===== src/rtl/rpa_pkg.sv =====
`timescale 1ns/1ps
package rpa_pkg;
  // Registered response flags returned one cycle after a request.
  typedef struct packed {
    logic valid;
    logic grant;
    logic err_empty;
    logic err_port;
  } rpa_flags_t;
endpackage


===== src/rtl/rpa_pick.sv =====
`timescale 1ns/1ps
// Lowest-index-first selection over a free vector.
module rpa_pick #(
  parameter int N  = 7,
  parameter int IW = 3
) (
  input  logic [N-1:0]  free_i,
  output logic          any_o,
  output logic [IW-1:0] idx_o
);
  function automatic logic [IW-1:0] first_free(input logic [N-1:0] f);
    logic [IW-1:0] r;
    r = '0;
    for (int i = N - 1; i >= 0; i--) begin
      if (f[i]) r = IW'(i);
    end
    return r;
  endfunction

  assign any_o = |free_i;
  assign idx_o = first_free(free_i);
endmodule


===== src/rtl/rpa_slots.sv =====
`timescale 1ns/1ps
// Per-port register-number slots with present bits at port+1.
module rpa_slots #(
  parameter int N  = 7,
  parameter int RW = 6,
  parameter int IW = 3
) (
  input  logic          clk,
  input  logic          rst_n,
  input  logic          clr_i,
  input  logic          wr_en_i,
  input  logic [IW-1:0] wr_port_i,
  input  logic [RW-1:0] wr_reg_i,
  output logic [N*RW-1:0] slots_o,
  output logic [N:0]    present_o,
  output logic          bad_port_o
);
  logic [N-1:0] pres_q;

  for (genvar g = 0; g < N; g++) begin : g_slot
    logic [RW-1:0] slot_q;
    logic          hit;
    assign hit = wr_en_i && (wr_port_i == IW'(g));
    always_ff @(posedge clk or negedge rst_n) begin
      if (!rst_n) begin
        slot_q    <= '0;
        pres_q[g] <= 1'b0;
      end else if (hit) begin
        slot_q    <= wr_reg_i;
        pres_q[g] <= 1'b1;
      end else if (clr_i) begin
        slot_q    <= '0;
        pres_q[g] <= 1'b0;
      end
    end
    assign slots_o[g*RW +: RW] = slot_q;
  end

  // Bit 0 belongs to another field and is never driven high here.
  assign present_o  = {pres_q, 1'b0};
  assign bad_port_o = wr_en_i && (wr_port_i >= IW'(N));
endmodule


===== src/rtl/rport_alloc.sv =====
`timescale 1ns/1ps
module rport_alloc #(
  parameter int NPORT = 7,
  parameter int REG_W = 6,
  localparam int IW   = $clog2(NPORT + 1),
  localparam int MW   = NPORT + 1
) (
  input  logic               clk,
  input  logic               rst_n,
  input  logic               bundle_start,
  input  logic               req_valid,
  input  logic               req_is_mask,
  input  logic [REG_W-1:0]   req_reg,
  output logic               rsp_valid,
  output logic               rsp_grant,
  output logic               rsp_err_empty,
  output logic               rsp_err_port,
  output logic [IW-1:0]      rsp_port,
  output logic [NPORT*REG_W-1:0] slot_regs,
  output logic [MW-1:0]      present_mask,
  output logic [REG_W-1:0]   mask_reg,
  output logic               mask_present
);
  import rpa_pkg::*;

  logic [NPORT-1:0] free_q;
  logic [NPORT-1:0] free_eff;
  logic             any_free;
  logic [IW-1:0]    pick_idx;
  logic             pool_req;
  logic             take;
  logic             pool_empty_hit;
  logic             bad_port;
  rpa_flags_t       flags_q;
  logic [IW-1:0]    port_q;

  assign free_eff       = bundle_start ? {NPORT{1'b1}} : free_q;
  assign pool_req       = req_valid && !req_is_mask;
  assign take           = pool_req && any_free;
  assign pool_empty_hit = pool_req && !any_free;

  rpa_pick #(.N(NPORT), .IW(IW)) pick_i (
    .free_i (free_eff),
    .any_o  (any_free),
    .idx_o  (pick_idx)
  );

  rpa_slots #(.N(NPORT), .RW(REG_W), .IW(IW)) slots_i (
    .clk        (clk),
    .rst_n      (rst_n),
    .clr_i      (bundle_start),
    .wr_en_i    (take),
    .wr_port_i  (pick_idx),
    .wr_reg_i   (req_reg),
    .slots_o    (slot_regs),
    .present_o  (present_mask),
    .bad_port_o (bad_port)
  );

  always_ff @(posedge clk or negedge rst_n) begin
    if (!rst_n) begin
      free_q <= {NPORT{1'b1}};
    end else if (bundle_start || take) begin
      free_q <= take ? (free_eff & ~(NPORT'(1) << pick_idx)) : free_eff;
    end
  end

  always_ff @(posedge clk or negedge rst_n) begin
    if (!rst_n) begin
      mask_reg     <= '0;
      mask_present <= 1'b0;
    end else if (req_valid && req_is_mask) begin
      mask_reg     <= req_reg;
      mask_present <= 1'b1;
    end else if (bundle_start) begin
      mask_reg     <= '0;
      mask_present <= 1'b0;
    end
  end

  always_ff @(posedge clk or negedge rst_n) begin
    if (!rst_n) begin
      flags_q <= '0;
      port_q  <= '0;
    end else begin
      flags_q.valid     <= req_valid;
      flags_q.grant     <= take || (req_valid && req_is_mask);
      flags_q.err_empty <= pool_empty_hit;
      flags_q.err_port  <= bad_port;
      port_q            <= take ? pick_idx : '0;
    end
  end

  assign rsp_valid     = flags_q.valid;
  assign rsp_grant     = flags_q.grant;
  assign rsp_err_empty = flags_q.err_empty;
  assign rsp_err_port  = flags_q.err_port;
  assign rsp_port      = port_q;
endmodule


===== config.mk =====
export PLATFORM = sky130hd
export DESIGN_NAME = rport_alloc
export DESIGN_NICKNAME = d
export VERILOG_FILES = /design/src/rtl/rpa_pkg.sv /design/src/rtl/rpa_pick.sv /design/src/rtl/rpa_slots.sv /design/src/rtl/rport_alloc.sv
export SDC_FILE = /design/constraint.sdc
export NUM_CORES = 1
export LEC_CHECK = 0
export BUFFER_PORTS_ARGS = -buffer_cell sky130_fd_sc_hd__buf_2
export CORE_UTILIZATION = 40
export DETAILED_ROUTE_END_ITERATION = 12
export GPL_TIMING_DRIVEN = 1
export PLACE_DENSITY = 0.65
export REMOVE_ABC_BUFFERS = 1
export SETUP_SLACK_MARGIN = 0.4
export SLEW_MARGIN = 30
export SYNTH_ARGS = -nofsm -noshare
export SYNTH_HDL_FRONTEND = slang
export SYNTH_SLANG_ARGS = --single-unit

===== constraint.sdc =====
create_clock -name clk -period 1.93 [get_ports clk]
set_input_delay 0.193 -clock clk [delete_from_list [all_inputs] [get_ports clk]]
set_output_delay 0.193 -clock clk [all_outputs]
set_load 0.01 [all_outputs]

==> metrics, run 1 <==
xor/xnor share of the synthesized area 0%; worst setup margin approximately 0.12 ns; GR Overflow Total 0; Fmax 552.7 MHz; Row Count 30; relative slew slack 64.17%; die width 88.01 um; storage element area 1760 um2; Post-Synthesis Cells 256; top post-synthesis cells by area dfrtp_1 53%, dfstp_2 6.2%, nand2_1 5.3%; Final nets 361; CTS tree done; num ports 75; Placed Cells 423; reg-to-reg slack, setup ~0.12 ns; fin. max-slew vios 0; simple-gate share of the synthesized area approximately a fifth; Crit. Startpoint free_q[6]$_DFFE_PN1P_; async set-reset flop share out of synthesis between 90% and 100%; Worst Skew 0.006576 ns; # fillers 629; vias in the first global route 2210; Min-Delay Path Class input port to flip-flop; largest net degree at the start of global routing 50; number of flip-flops in the largest register 42; required time worst endpoint roughly 2.2 ns; root buf cell clkbuf_8; Synth area leader dfrtp_1; largest family of logic cells by synthesized area simple AND/OR/NAND/NOR gates; Synth Warn # 0; Critical Path AT 2.03 ns; CP startpoint kind flip-flop; CTS clk-pin slew, worst paths 0.07 ns; Finished Cell Area 3829 um2; initial antenna violation count 0; Reg2Reg Depth 5; post-synthesis sequential area ratio 59.49%; per-cell routed wire length 15.43 um; DRC 0; Largest Register slots_i.g_slot.slot_q; router iterations before antenna repair 4; Fin. Hold Viols 0; Clock Latency Late Sink 0.34 ns; final core occ 54.84%; multi-input logic area 1164 um2; Unique masters post-synth 38; P_leak roughly 2.1 nW; buffer depth of the longest clock path 2; Tcrit/Tclk final 93.75%; Setup CP Type flip-flop to flip-flop; Power Density around 740 nW/um2; adder-cell share of the synthesized area 0%; FF+latch count, synth 70; worst flop-to-flop path endpoint slots_i.g_slot[6].slot_q[0]$_DFFE_PN0P_; Post-DRT Antenna Nets 0; share of cells above drive strength 1 46.20%; Starting Density 42.38%; worst-path cell chain or4_4 > and4_4 > nor3b_4 > buf_12 > mux2_4; area share of the largest cell type after synthesis 53.28%; CTS sink count 70; H-tree level count 3; max_cap viols 0; gpl congestion 0.9011; worst r2r src free_q[6]$_DFFE_PN1P_; ys flop type dfrtp_1; Total GRT Usage 19.41%; peak supply drop 383.1 uV; worst slack, placed about 0.051 ns; final wirelength 6960 um; post-layout minimum cycle time 1.809 ns; total number of vias 2223; # diodes 0; unrepaired setup endpoints after global routing true; outcome complete, no violations; PortBufs 73; endpoints failing setup 0; CP endpoint slots_i.g_slot[6].slot_q[0]$_DFFE_PN0P_; first-pass GRT wire length 11140 um; fin cells 451; DPL Wire Length roughly 4500 um; core area 6982 um2; Max stage delay on crit path 0.51 ns; Mean Syn Cell Area 11.56 um2; die height between 80 and 90 um; crit path max fanout 8; synthesized area 2959 um2; TritonCTS buffer count 9; Via density 4.929; Worst Setup End Kind flip-flop; Post-synth EDFFs 0; Sum Neg Setup Slack 0 ns; die area 7746 um2; mux cell area share after synthesis ~7%; DR iter-0 viols 115; Synth Area in Compound Gates around a tenth; Area growth, synth to finish 29.39%; Slew @ Worst Pin between 0.5 and 0.6 ns; slowest CP cell or4_4; area post-placement 3476 um2
-- metal layers --
layer	GRT usage (%)	vias to the layer above	routed length, um
li1	-	1058	-
met5	0	-	0
met3	3.770	8	321
met2	29.53	61	3127
met4	7.771	0	99
met1	27.42	1096	3412
-- logic make-up (layout without fill, tap and decap cells) --
kind of cell / count (synthesis) / in the layout
multiplexers: 16 / 16
buffers and inverters: 18 / 116
other: 1 / 2
AO/OA/AOI/OAI: 41 / 41
AND/OR/NAND/NOR: 110 / 110
flip-flops: 70 / 70
-- per-stage QoR --
step	hold WS (ns)	total power, mW
after floorplan	-0.1026	1.630
after detailed placement	0.2070	1.774
after global placement	0.1996	1.770
final	0.08990	2.842
after CTS	0.08253	2.870
after global routing	0.09774	2.969
-- layout make-up --
type	instances	area share, %
Multi-Input combinational cell	169	30.39
Timing Repair Buffer	96	15.36
Sequential cell	70	45.98
Inverter	4	0.3922
Clock inverter	1	0.1307
Tap cell	96	3.137
Clock buffer	15	4.608
-- power by group --
part,switching [mW],internal [mW]
clock,0.509,0.572
sequential,0.0202,1.51
combinational,0.152,0.0841
-- synthesized netlist by cell type (2+ instances only) --
cell type	n
nor2b_1	14
and2b_2	2
and3_1	14
nor3b_1	2
and3_2	2
mux2_4	6
a31o_2	14
nand2_1	42
o21ai_0	16
dfstp_2	7
dfrtp_1	63
and2b_1	2
a21o_1	5
inv_1	3
clkbuf_1	9
nand3_1	8
buf_6	3
nor2_1	13
o21a_1	3
mux2_2	10
-- critical path: cells and delay by family (launching register included) --
family	cells	cell delay (ns)
and+or+nand+nor	3	0.89
buffers and inverters	1	0.15
muxes	1	0.29
DFF	1	0.37
-- what timing repair did --
action                                 in CTS  in global routing
endpoints found under the hold margin      22                  0
setup buffers                               9                  1
cloned                                      0                  0
hold buffers                                2                  0
pin swaps                                   5                  0
resized for setup                          10                  6
setup endpoints to repair                  45                 47
-- cell usage in the layout, fill, tap and decap left out, types with 2 or more instances in the layout --
cell            n
buf_2          73
buf_6           2
dfstp_2         7
mux2_2          6
and3_2          2
nor2b_1        13
mux2_4         10
o21a_1          3
and3_1         13
nand2_1        41
inv_1           3
and2b_2         2
o21ai_1         2
dfrtp_1        63
clkbuf_8       12
nor2b_4         2
o21ai_0        15
dlygate4sd3_1   2
buf_4          16
a21o_1          5
a31o_2         14
and2b_1         2
buf_12          3
nor2_1         12
clkbuf_1        3
nand3_1         8
conb_1          2
-- worst min path at each step --
stage                      from                                to  slack (ns)  cells past startpoint
floorplan                 rst_n          mask_present$_DFFE_PN0P_       -0.10                      0
global placement          rst_n  slots_i.present_o[3]$_DFFE_PN0P_        0.20                      1
detailed placement        rst_n  slots_i.present_o[3]$_DFFE_PN0P_        0.21                      1
CTS                 req_is_mask               rsp_grant$_DFF_PN0_        0.08                      3
global route        req_is_mask               rsp_grant$_DFF_PN0_         0.1                      3
finish              req_is_mask               rsp_grant$_DFF_PN0_        0.09                      3
No activity file was read; power rests on OpenSTA's default activity.
==> run 2, diff against run 1 <==
--- a/config.mk
+++ b/config.mk
@@ -5,6 +5,7 @@
 export SDC_FILE = /design/constraint.sdc
 export NUM_CORES = 1
 export LEC_CHECK = 0
+export ABC_AREA = 1
 export BUFFER_PORTS_ARGS = -buffer_cell sky130_fd_sc_hd__buf_2
 export CORE_UTILIZATION = 40
 export DETAILED_ROUTE_END_ITERATION = 12
==> metrics, run 2 <==
outcome complete, no violations (unchanged); Final nets 421 (was 361); core area 7331 um2 (was 6982 um2); root buf cell clkbuf_8 (unchanged); Clock Latency Late Sink 0.36 ns (was 0.34 ns); CP startpoint kind flip-flop (unchanged); post-layout minimum cycle time 1.604 ns (was 1.809 ns); Area growth, synth to finish 38.23% (was 29.39%); Worst Skew 0.009879 ns (was 0.006576 ns); Net Sw Frac 26.09% (was 23.93%); DR iter-0 viols 181 (was 115); Largest Register slots_i.g_slot.slot_q (unchanged); share of cells above drive strength 1 46.27% (was 46.20%); FF+latch count, synth 70 (unchanged); Cell Int Power 2.456 mW (was 2.162 mW); P_leak 2.329 nW (was 2.086 nW); post-synthesis sequential area ratio 57.41% (was 59.49%); die height 89.56 um (was 88.01 um); Hold Slack 0.04383 ns (was 0.08990 ns); worst slack, placed 0.2965 ns (was 0.05126 ns); CTS clk-pin slew, worst paths 0.08 ns (was 0.07 ns); top-count cell post-synth nand2_1 (was dfrtp_1); sw power 867.1 uW (was 680.2 uW); async set-reset flop share out of synthesis 100.0% (unchanged); Tcrit/Tclk final 83.10% (was 93.75%); Min-Delay Path Class input port to flip-flop (unchanged); Placed Cells 475 (was 423); Synth Warn # 0 (unchanged); Sum Neg Setup Slack 0 ns (unchanged); # diodes 0 (unchanged); unrepaired setup endpoints after global routing true (unchanged); die area 8021 um2 (was 7746 um2); router iterations before antenna repair 5 (was 4); DRC 0 (unchanged); top post-synthesis cells by area dfrtp_1 51%, nand3_1 14%, nand2_1 11% (was dfrtp_1 53%, dfstp_2 6.2%, nand2_1 5.3%); H-tree level count 3 (unchanged); worst setup margin 0.3262 ns (was 0.1205 ns); # fillers 630 (was 629); clock share of power 41.5% (was 38.0%); Mean Syn Cell Area 9.674 um2 (was 11.56 um2); TritonCTS buffer count 9 (unchanged); GR Overflow Total 0 (unchanged); peak supply drop 370.2 uV (was 383.1 uV); Post-synth EDFFs 0 (unchanged); ys flop type dfrtp_1 (unchanged); final wirelength 8144 um (was 6960 um); first-pass GRT wire length 12050 um (was 11140 um); die width 89.56 um (was 88.01 um); fin cells 514 (was 451); max_cap viols 0 (unchanged); Power Density 784.0 nW/um2 (was 742.4 nW/um2); Starting Density 41.83% (was 42.38%); number of flip-flops in the largest register 42 (unchanged); Critical Path AT 1.90 ns (was 2.03 ns); Row Count 31 (was 30); vias in the first global route 2435 (was 2210); area share of the largest cell type after synthesis 51.41% (was 53.28%); buffer depth of the longest clock path 2 (unchanged); per-cell routed wire length 15.84 um (was 15.43 um); PortBufs 73 (unchanged); top post-synthesis cells by count 86 x nand2_1, 85 x nand3_1, 63 x dfrtp_1 (was 63 x dfrtp_1, 42 x nand2_1, 16 x o21ai_0); synthesized area 3067 um2 (was 2959 um2); Fmax 623.5 MHz (was 552.7 MHz); most common library cell in the layout ignoring fill and taps buf_2 (unchanged); Sequential Power Share 46.2% (was 53.7%); Via density 5.115 (was 4.929); crit path max fanout 7 (was 8); Post-Synthesis Cells 317 (was 256); Worst Setup End Kind flip-flop (unchanged); Total GRT Usage 20.56% (was 19.41%); fin. max-slew vios 0 (unchanged); initial antenna violation count 0 (unchanged); endpoints failing setup 0 (unchanged); required time worst endpoint 2.23 ns (was 2.15 ns); total number of vias 2629 (was 2223); DPL Wire Length 4790 um (was 4545 um); Fin. Hold Viols 0 (unchanged); Post-DRT Antenna Nets 0 (unchanged); Gate power share 12.2% (was 8.3%); Setup CP Type flip-flop to flip-flop (unchanged); CTS tree done (unchanged); largest net degree at the start of global routing 71 (was 50); Unique masters post-synth 28 (was 38); CTS sink count 70 (unchanged); Synth area leader dfrtp_1 (unchanged); num ports 75 (unchanged); most frequent cells in the layout 73 x buf_2, 68 x nand2_1, 67 x nand3_1 (was 73 x buf_2, 63 x dfrtp_1, 41 x nand2_1); final core occ 57.83% (was 54.84%); gpl congestion 0.8426 (was 0.9011)
-- run 2: cell types whose count changed in the layout (fill, tap and decap cells not counted), moves of 6 or more --
cell,change
nor2b_1,-13
o21ai_0,-13
mux2_2,-6
and3_1,-13
nand2_2,+13
nand3_1,+59
nand2_1,+27
nand3_2,+18
a31o_2,-14
nand3_4,+6
nor2_4,+6
mux2_4,-10
nand2_4,+8
-- run 2: critical path, stage by stage, from the launching register on --
cell and delay, ns:
dfstp_2 0.56, clkinvlp_4 0.13, buf_12 0.15, nand2_8 0.06
nand2_8 0.09, buf_12 0.14, nor2_4 0.22, nand3_1 0.10
nand2_1 0.08
-- run 2: cell type report --
class | instances | area (um2) | area share, %
inverters | 18 | 103.9 | 2.450
clock buffers | 11 | 151.4 | 3.571
clock inverters | 5 | 81.33 | 1.919
repair buffers | 98 | 633.1 | 14.94
well taps | 99 | 123.9 | 2.922
multi-input cells | 213 | 1385 | 32.67
flip-flops and latches | 70 | 1760 | 41.53
-- run 2: kinds of logic after synthesis --
family	synth area share (%)
AND/OR/NAND/NOR	34.88
flip-flops	57.41
buffers and inverters	6.201
AO/OA/AOI/OAI	1.387
other	0.1223
-- run 2: power by group through the flow --
stage               Combinational, mW  Sequential [mW]  Clock, mW
floorplan                       0.120             1.58          0
global placement                0.283             1.56          0
detailed placement              0.287             1.56          0
CTS                             0.340             1.54       1.39
global route                    0.438             1.54       1.45
finish                          0.407             1.54       1.38
-- run 2: through the flow --
step                      area, um2  power, mW
after floorplan                2955      1.702
after global placement         3487      1.847
after detailed placement       3487      1.849
after CTS                      3931      3.268
after global routing           4239      3.428
final                          4239      3.323
-- run 2: layer usage --
metal | routed length [um] | share of wire [%] | global-route usage, % | up-vias
met1 | 3656 | 45 | 27.68 | 1293
li1 | - | - | - | 1223
met5 | 0 | 0 | 0 | -
met3 | 481 | 5.9 | 5.725 | 15
met2 | 3856 | 47 | 31.61 | 98
met4 | 149 | 1.8 | 7.792 | 0
-- run 2: what timing repair did --
| item | in CTS | in global routing |
|---|---|---|
| setup endpoints to repair | 47 | 46 |
| setup buffers | 13 | 7 |
| resized for setup | 15 | 56 |
| hold endpoints to repair | 63 | 0 |
| pin swaps | 6 | 36 |
| hold buffers | 1 | 0 |
| gates cloned | 1 | 1 |
-- run 2: path summary, 6_finish.rpt --
path,startpoint,endpoint,slack [ns],cells after the start
worst max-delay path,free_q[1]$_DFFE_PN1P_,slots_i.g_slot[5].slot_q[2]$_DFFE_PN0P_,0.33,8
worst min-delay path,req_valid,rsp_valid$_DFF_PN0_,0.04,1
worst max register to register,free_q[1]$_DFFE_PN1P_,slots_i.g_slot[5].slot_q[2]$_DFFE_PN0P_,0.33,8
worst min register to register,mask_present$_DFFE_PN0P_,mask_present$_DFFE_PN0P_,0.48,2
max in group asynchronous,rst_n,free_q[3]$_DFFE_PN1P_,1.19,3
min in group asynchronous,rst_n,slots_i.present_o[1]$_DFFE_PN0P_,0.38,3
